`config.mk`:
```
export PLATFORM = sky130hd
export DESIGN_NAME = fsq_row_writer
export DESIGN_NICKNAME = d
export VERILOG_FILES = /design/src/rtl/fsq_pkg.sv /design/src/rtl/fsq_unlock.sv /design/src/rtl/fsq_hold_buf.sv /design/src/rtl/fsq_cycle.sv /design/src/rtl/fsq_row_writer.sv
export SDC_FILE = /design/constraint.sdc
export NUM_CORES = 1
export LEC_CHECK = 0
export ABC_AREA = 0
export BUFFER_PORTS_ARGS = -buffer_cell sky130_fd_sc_hd__buf_4
export CAP_MARGIN = 20
export CORE_ASPECT_RATIO = 0.8
export CORE_UTILIZATION = 30
export DETAILED_ROUTE_END_ITERATION = 12
export SLEW_MARGIN = 15
export SYNTH_ARGS = -nofsm -noshare
export SYNTH_HDL_FRONTEND = slang
export SYNTH_HIERARCHICAL = 1
export SYNTH_SLANG_ARGS = --single-unit
```
`constraint.sdc`:
```
create_clock -name clk_i -period 4.5 [get_ports clk_i]
set_input_delay 0.675 -clock clk_i [delete_from_list [all_inputs] [get_ports clk_i]]
set_output_delay 0.675 -clock clk_i [all_outputs]
set_load 0.005 [all_outputs]
```
`src/rtl/fsq_pkg.sv`:
```
`timescale 1ns/1ps
package fsq_pkg;
    typedef enum logic [1:0] {
        SEL_HOLD = 2'd0,
        SEL_CTRL = 2'd1,
        SEL_KEY  = 2'd2,
        SEL_RSVD = 2'd3
    } cpu_sel_e;

    localparam logic [7:0] KEY_FIRST  = 8'h55;
    localparam logic [7:0] KEY_SECOND = 8'hAA;

    localparam int CTL_START = 1;
    localparam int CTL_WEN   = 2;
    localparam int CTL_ERR   = 3;
    localparam int CTL_ERASE = 4;

    typedef enum logic [1:0] {
        UL_IDLE = 2'd0,
        UL_ONE  = 2'd1,
        UL_TWO  = 2'd2
    } unlock_e;
endpackage

```
`src/rtl/fsq_unlock.sv`:
```
`timescale 1ns/1ps
module fsq_unlock
    import fsq_pkg::*;
(
    input  logic       clk_i,
    input  logic       rst_ni,
    input  logic       wr_i,
    input  logic       key_i,
    input  logic [7:0] data_i,
    output logic       armed_o
);
    typedef struct packed {
        unlock_e st;
    } ul_t;

    ul_t st_d, st_q;

    always_comb begin
        st_d = st_q;
        if (wr_i) begin
            if (key_i && data_i == KEY_FIRST) begin
                st_d.st = UL_ONE;
            end else if (key_i && data_i == KEY_SECOND && st_q.st == UL_ONE) begin
                st_d.st = UL_TWO;
            end else begin
                st_d.st = UL_IDLE;
            end
        end
    end

    always_ff @(posedge clk_i or negedge rst_ni) begin
        if (!rst_ni) begin
            st_q <= '{st: UL_IDLE};
        end else begin
            st_q <= st_d;
        end
    end

    assign armed_o = (st_q.st == UL_TWO);
endmodule

```
`src/rtl/fsq_hold_buf.sv`:
```
`timescale 1ns/1ps
module fsq_hold_buf #(
    parameter int ROW_BYTES = 64,
    localparam int IDX_W = $clog2(ROW_BYTES)
) (
    input  logic             clk_i,
    input  logic             rst_ni,
    input  logic             wr_en_i,
    input  logic [IDX_W-1:0] wr_idx_i,
    input  logic [7:0]       wr_data_i,
    input  logic [IDX_W-1:0] rd_idx_i,
    output logic [7:0]       rd_data_o
);
    logic [ROW_BYTES-1:0][7:0] mem_d, mem_q;

    always_comb begin
        mem_d = mem_q;
        if (wr_en_i) begin
            mem_d[wr_idx_i] = wr_data_i;
        end
    end

    always_ff @(posedge clk_i or negedge rst_ni) begin
        if (!rst_ni) begin
            mem_q <= '1;
        end else begin
            mem_q <= mem_d;
        end
    end

    assign rd_data_o = mem_q[rd_idx_i];
endmodule

```
`src/rtl/fsq_cycle.sv`:
```
`timescale 1ns/1ps
module fsq_cycle #(
    parameter int ADDR_W    = 16,
    parameter int ROW_BYTES = 64,
    parameter int BLK_BYTES = 1024,
    parameter int WR_CYCLES = 64,
    localparam int ROW_W = $clog2(ROW_BYTES),
    localparam int BLK_W = $clog2(BLK_BYTES),
    localparam int TMR_W = (WR_CYCLES > 1) ? $clog2(WR_CYCLES) : 1
) (
    input  logic              clk_i,
    input  logic              rst_ni,
    input  logic              start_i,
    input  logic              erase_i,
    input  logic [ADDR_W-1:0] ptr_i,
    output logic              busy_o,
    output logic              done_o,
    output logic              prog_o,
    output logic              erase_o,
    output logic [ROW_W-1:0]  rd_idx_o,
    output logic [ADDR_W-1:0] addr_o
);
    localparam logic [ADDR_W-1:0] ROW_MASK = ADDR_W'(ROW_BYTES - 1);
    localparam logic [ADDR_W-1:0] BLK_MASK = ADDR_W'(BLK_BYTES - 1);
    localparam logic [TMR_W-1:0]  TMR_LAST = TMR_W'(WR_CYCLES - 1);
    localparam logic [ROW_W:0]    IDX_END  = (ROW_W+1)'(ROW_BYTES);

    typedef struct packed {
        logic              busy;
        logic              done;
        logic              is_erase;
        logic [ADDR_W-1:0] base;
        logic [ROW_W:0]    idx;
        logic [TMR_W-1:0]  tmr;
    } cyc_t;

    cyc_t s_d, s_q;
    logic active;

    assign active = s_q.busy && !s_q.idx[ROW_W];

    always_comb begin
        s_d      = s_q;
        s_d.done = 1'b0;
        if (!s_q.busy) begin
            if (start_i) begin
                s_d.busy     = 1'b1;
                s_d.is_erase = erase_i;
                s_d.base     = erase_i ? (ptr_i & ~BLK_MASK) : (ptr_i & ~ROW_MASK);
                s_d.idx      = '0;
                s_d.tmr      = TMR_LAST;
            end
        end else begin
            if (!s_q.idx[ROW_W]) begin
                s_d.idx = s_q.is_erase ? IDX_END : s_q.idx + 1'b1;
            end
            if (s_q.tmr == '0) begin
                s_d.busy = 1'b0;
                s_d.done = 1'b1;
            end else begin
                s_d.tmr = s_q.tmr - 1'b1;
            end
        end
    end

    always_ff @(posedge clk_i or negedge rst_ni) begin
        if (!rst_ni) begin
            s_q <= '0;
        end else begin
            s_q <= s_d;
        end
    end

    assign busy_o   = s_q.busy;
    assign done_o   = s_q.done;
    assign prog_o   = active && !s_q.is_erase;
    assign erase_o  = active && s_q.is_erase;
    assign rd_idx_o = s_q.idx[ROW_W-1:0];
    assign addr_o   = s_q.base | ADDR_W'(s_q.idx[ROW_W-1:0]);
endmodule

```
`src/rtl/fsq_row_writer.sv`:
```
`timescale 1ns/1ps
module fsq_row_writer
    import fsq_pkg::*;
#(
    parameter int ADDR_W    = 16,
    parameter int ROW_BYTES = 64,
    parameter int BLK_BYTES = 1024,
    parameter int WR_CYCLES = 64
) (
    input  logic              clk_i,
    input  logic              rst_ni,
    input  logic              cpu_wr_i,
    input  logic [1:0]        cpu_sel_i,
    input  logic [7:0]        cpu_wdata_i,
    input  logic              ptr_ld_i,
    input  logic [ADDR_W-1:0] ptr_val_i,
    output logic [ADDR_W-1:0] ptr_o,
    output logic [7:0]        ctl_o,
    output logic              stall_o,
    output logic              done_o,
    output logic              fl_prog_o,
    output logic              fl_erase_o,
    output logic [ADDR_W-1:0] fl_addr_o,
    output logic [7:0]        fl_wdata_o
);
    localparam int ROW_W = $clog2(ROW_BYTES);
    localparam int BLK_W = $clog2(BLK_BYTES);

    typedef struct packed {
        logic [ADDR_W-1:0] ptr;
        logic              wen;
        logic              erase_sel;
        logic              err;
    } top_t;

    top_t r_d, r_q;

    cpu_sel_e   sel;
    logic       busy;
    logic       wr_ok, ld_ok;
    logic       hold_we, ctl_we, key_we;
    logic       armed, start;
    logic [ROW_W-1:0] rd_idx;

    assign sel     = cpu_sel_e'(cpu_sel_i);
    assign wr_ok   = cpu_wr_i && !busy;
    assign ld_ok   = ptr_ld_i && !busy;
    assign hold_we = wr_ok && sel == SEL_HOLD;
    assign ctl_we  = wr_ok && sel == SEL_CTRL;
    assign key_we  = wr_ok && sel == SEL_KEY;
    assign start   = ctl_we && cpu_wdata_i[CTL_START] && cpu_wdata_i[CTL_WEN] && armed;

    always_comb begin
        r_d = r_q;
        if (ld_ok) begin
            r_d.ptr = ptr_val_i;
        end else if (hold_we) begin
            r_d.ptr = {r_q.ptr[ADDR_W-1:ROW_W], r_q.ptr[ROW_W-1:0] + 1'b1};
        end
        if (ctl_we) begin
            r_d.wen       = cpu_wdata_i[CTL_WEN];
            r_d.erase_sel = cpu_wdata_i[CTL_ERASE];
            if (cpu_wdata_i[CTL_ERR]) begin
                r_d.err = 1'b0;
            end
            if (cpu_wdata_i[CTL_START] && !start) begin
                r_d.err = 1'b1;
            end
        end
    end

    always_ff @(posedge clk_i or negedge rst_ni) begin
        if (!rst_ni) begin
            r_q <= '0;
        end else begin
            r_q <= r_d;
        end
    end

    fsq_unlock u_unlock (
        .clk_i   (clk_i),
        .rst_ni  (rst_ni),
        .wr_i    (wr_ok || ld_ok),
        .key_i   (key_we),
        .data_i  (cpu_wdata_i),
        .armed_o (armed)
    );

    fsq_hold_buf #(.ROW_BYTES(ROW_BYTES)) u_buf (
        .clk_i     (clk_i),
        .rst_ni    (rst_ni),
        .wr_en_i   (hold_we),
        .wr_idx_i  (r_q.ptr[ROW_W-1:0]),
        .wr_data_i (cpu_wdata_i),
        .rd_idx_i  (rd_idx),
        .rd_data_o (fl_wdata_o)
    );

    fsq_cycle #(
        .ADDR_W    (ADDR_W),
        .ROW_BYTES (ROW_BYTES),
        .BLK_BYTES (BLK_BYTES),
        .WR_CYCLES (WR_CYCLES)
    ) u_cycle (
        .clk_i    (clk_i),
        .rst_ni   (rst_ni),
        .start_i  (start),
        .erase_i  (cpu_wdata_i[CTL_ERASE]),
        .ptr_i    (r_q.ptr),
        .busy_o   (busy),
        .done_o   (done_o),
        .prog_o   (fl_prog_o),
        .erase_o  (fl_erase_o),
        .rd_idx_o (rd_idx),
        .addr_o   (fl_addr_o)
    );

    assign ptr_o   = r_q.ptr;
    assign stall_o = busy;
    assign ctl_o   = {3'b000, r_q.erase_sel, r_q.err, r_q.wen, busy, 1'b0};
endmodule

```
* Word-level counts from Yosys, hierarchy flattened *
Index checks and enable logic that the tools add are counted.
W data, S select, Z words.

cells by class
  add/sub/neg operators = 3
  magnitude comparators = 3
  eq/ne operators = 8
  multiplexer cells = 21
  bitwise gates (word level) = 2
  reduce and logical (&&, ||, !) cells = 30

operators by type and width
  operator               number
  $bwmux W512            1
  $bmux W8 S6            1
  $demux W8 S6           1
  $mux W13               2
  $logic_and A1 B1 Y1    16
  $mux W16               1
  $mux W8                2
  $or A16 B6 Y16         1
  $lt A6 B7 Y1 const B   2
  $mux W7                2
  $mux W6                2
  $mux W10               1
  $eq A8 B7 Y1 const B   1
  $eq A8 B8 Y1 const B   1
  $reduce_and A2 Y1      4
  $add A7 B1 Y7 const B  1
  $add A6 B1 Y6 const B  1
  $ge A6 B1 Y1 const B   1
  $logic_not A6 Y1       1
  $mux W2                3
  $reduce_bool A2 Y1     3
  $sub A6 B1 Y6 const B  1
  $mux W1                5
  $eq A2 B1 Y1 const B   2
  other kinds (6)        11

word-level totals
  bits in registers = 565

* Longest topological paths before layout *
  depth after elaboration = 10
  mapped depth = 10
  depth with buffers taken out = 7

* Cells and area by module *
The synthesis kept the hierarchy.

modules (own cells, without submodules)
  module          instances  cells an instance  area an instance (µm²)
  fsq_hold_buf    1          1,499              24,257.0
  fsq_cycle       1          145                1,458.9
  fsq_row_writer  1          105                940.9
  fsq_unlock      1          14                 147.6

* Worst setup path after synthesis *
Ideal clock, no wire load.

  path type = input to register
  start = input port cpu_sel_i[1]
  end = register u_buf/mem_q[56] (netlist name)
  library setup time = 0.082 ns
  arrival time = 2.793 ns
  data required time = 4.418 ns
  setup slack = 1.625 ns
  cell stages on the path = 9
  buffers on the path = 3
  path through = or4b_1 > buf_2 > inv_1 > clkbuf_1 > nand2_1 > nor4_1 > and3_1 > buf_2 > mux2_2

on the way
  longest elaborated chain between the ends = 2

ends and longest elaborated chain
  what                    line                  text
  start: declaration      fsq_row_writer.sv:13  input logic [1:0] cpu_sel_i,
  $logic_not A2 Y1        fsq_row_writer.sv:48  assign hold_we = wr_ok && sel == SEL_HOLD;
  $logic_and A1 B1 Y1     fsq_row_writer.sv:48
  named net hold_we       fsq_row_writer.sv:41  logic hold_we, ctl_we, key_we;
  end signal: assignment  fsq_hold_buf.sv:27    mem_q <= mem_d;
  end: declaration        fsq_hold_buf.sv:14    logic [ROW_BYTES-1:0][7:0] mem_d, mem_q;

The timed path passes the listed nets, and every way through them passes these cells.
A chain may end at the register's enable or synchronous reset.

* Final worst setup path *
  start = register u_cycle.s_q (netlist bit u_cycle/rd_idx_o[1])
  end = output port fl_wdata_o[5]

on the way
  longest elaborated chain between the ends = 2

ends and longest elaborated chain
  what                           line                  text
  start: declaration             fsq_cycle.sv:37       cyc_t s_d, s_q;
  start signal: assignment       fsq_cycle.sv:68       s_q <= '0;
  start signal: assignment       fsq_cycle.sv:70       s_q <= s_d;
  $bmux W8 S6                    fsq_hold_buf.sv:31    assign rd_data_o = mem_q[rd_idx_i];
  $mux W8 (implied by the code)  fsq_hold_buf.sv:31
  end: declaration               fsq_row_writer.sv:24  output logic [7:0] fl_wdata_o

Every way passes these cells. The select of a mux whose other input is x is not followed.

==> results.tsv <==
metric	value	unit
GRT Util Overall	15.3	%
Crit path max-delay family	compound AO/OA/AOI/OAI gates	
Initial Util	30.5	%
VDD IR max	255	µV
critical path, cell by cell	mux4_2 > mux2_2 > o22ai_1 > a221o_1 > o21ai_1 > buf_4	
Psw	0.00311	W
CTS tree	built	
fin area	30500	µm²
asr flop ratio synth	100	%
Static Leak	12.1	nW
critical path class	reg2out	
Overflow after GRT	0	
# hold bufs at CTS	0	
Hold Crit Class	in2reg	
PD cells	405	nW/µm²
WL final	68600	µm
TNS Setup	0	ns
switching part of the total	25.2	%
Clock Path Buffers	3	
htree depth	2	
initial antenna violation count	2	
WP buf/inv	1	
gpl congestion	0.813	
Vias	15400	
Mapped Area	26800	µm²
Hold Fails Final Rpt	0	
Rel. slew slack	29.0	%
post-layout min period	4.33	ns
DRT Pass-1 Iters	5	
Die Height	269	µm
Worst-path clk slew	0.06	ns
Placed Instance Area	28700	µm²
clk root buf	clkbuf_16	
Top Ports	82	
largest net degree at the start of global routing	119	
Unique masters post-synth	68	
Max Clock Skew	0.0111	ns
final setup violation count	0	
worst slew pin tran	1.06	ns
Slowest-stage cell, CP	dfrtp_4	
Nets	1844	
post_cts resized	0	
First DRT Iteration DRCs	931	
status	finished clean	
Buffers on Ports	77	
area delta synth->final	13.7	%
Synthesis Warnings	6	
CP Capture Type	output pin	
Seq/Total Area, Yosys	54.6	%
share of post-route cells with drive strength above 1	73.7	%
die area	90600	µm²
vias in the first global route	16600	
global-route wire length before repair	106000	µm
max incr delay on CP	0.83	ns
Clk pwr share	37.9	%
Max Slew Vio Count	0	
post-synthesis register bit count	559	
hpwl dp	43600	µm
Combinational Power Share	13.2	%
Tcrit/Tclk final	96.2	%
Residual DRC	0	
Crit Path Max Fanout	30	
# Post-CTS Setup Buffers	0	
Top FF cell, synth	dfstp_2	
num rows	97	
die width	336	µm
Max Clock Freq	0.231	GHz
Critical Path AT	3.65	ns
Clock Sinks	559	
commonest non-fill, non-tap cell in the layout	dfstp_2	
Skew-Pair Late Insertion Delay	0.61	ns
Wirelength per Cell	22.6	µm
EDFF count, synth	0	
Layout fillers	8346	
RSZ-0062 raised after global routing	false	
via/cell ratio	5.06	
DRT antenna net count	0	
most frequent cells in the layout	512 x dfstp_2, 460 x mux2_2, 129 x buf_4	
Max Cap Viol	0	
area of the core	88000	µm²
worst path required time	3.83	ns
mean post-synth cell area	15.2	µm²
CTS buffer count	56	
Syn Inst Count	1763	
cell internal pwr	0.00922	W
sequential share of power	48.9	%
Startpoint Class	flip-flop	
final timing paths:
kind	from	endpoint	slack [ns]	cells after the start
max in group asynchronous	rst_ni	u_cycle/rd_idx_o[0]	3.22	2
hold reg to reg	u_cycle/s_q[21]	u_cycle/s_q[21]	0.49	2
min in group asynchronous	rst_ni	u_buf/mem_q[392]	0.62	1
setup / recovery	u_cycle/rd_idx_o[1]	fl_wdata_o[5]	0.17	6
setup reg to reg	u_cycle/busy_o	u_cycle/s_q[25]	1.36	6
hold / removal	ptr_val_i[7]	ptr_o[7]	0.25	3
registers in the layout, indices dropped and copies added (netlist names):
name,flops
u_cycle/done_o,1
u_buf/mem_q,512
u_cycle/rd_idx_o,6
ptr_o,16
u_unlock/st_q,2
ctl_o,3
u_cycle/s_q,18
u_cycle/busy_o,1
metrics by stage:
stage	utilization [%]	hold slack [ns]	total power (W)	setup WS [ns]	std cells
after floorplan	-	0.379	0.00708	1.62	1766
after global placement	32.6	0.471	0.00768	0.858	2940
after detailed placement	32.6	0.478	0.00774	0.879	2940
after CTS	34.6	0.220	0.0125	0.202	3036
after global routing	34.6	0.239	0.0128	0.0892	3036
final	34.6	0.248	0.0123	0.173	3037
layout make-up:
cell class / instances / area, µm² / area share, %
inverters: 8 / 30.0 / 0.0985
repair buffers: 140 / 1180 / 3.88
clock buffers: 77 / 1600 / 5.25
flip-flops and latches: 559 / 14600 / 48.0
clock inverters: 19 / 210 / 0.689
diodes: 1 / 2.50 / 0.00821
well taps: 1188 / 1490 / 4.88
multi-input cells: 1045 / 11300 / 37.2
kinds of logic after synthesis:
logic type | after synthesis | synth area share [%]
buf+inv | 162 | 3.18
fa+ha+maj | 4 | 0.187
flops | 559 | 54.6
simple gates | 248 | 5.06
compound gates | 99 | 2.46
mux | 690 | 34.5
other cells | 1 | 0.0140
power groups by stage:
stage	registers, W	logic, W	clock network (W)
final	0.00603	0.00163	0.00468
after global routing	0.00609	0.00176	0.00500
after CTS	0.00603	0.00165	0.00481
after detailed placement	0.00610	0.00164	0
after global placement	0.00607	0.00161	0
after floorplan	0.00591	0.00117	0
synth_stat cells (16+ instances only):
cell / instances / area (µm²)
dfstp_2: 512 / 13500
mux2_2: 460 / 5180
mux4_2: 123 / 2770
nand2_1: 93 / 349
clkbuf_1: 69 / 259
mux2_1: 67 / 754
dfrtp_1: 47 / 1180
buf_4: 40 / 300
nor2_1: 38 / 143
mux2i_1: 31 / 310
buf_2: 27 / 135
a21oi_1: 19 / 95.1
nor2_2: 16 / 100
worst min-delay path, delay by kind of cell:
family,cells,cell delay (ns)
buffers and inverters,1,0.08
and+or+nand+nor,2,0.08
layer usage:
layer  track usage [%]  part of all wire, %  vias to the layer above  wire [µm]
met1              21.8                   47                     8339      32100
met5                 0                0.019                        -         13
li1                  -                    -                     6604          -
met3              3.08                  5.0                       98       3450
met4              4.43                  2.5                        2       1740
met2              23.4                   46                      333      31300
Note: power is estimated with default switching activity, not from simulation.
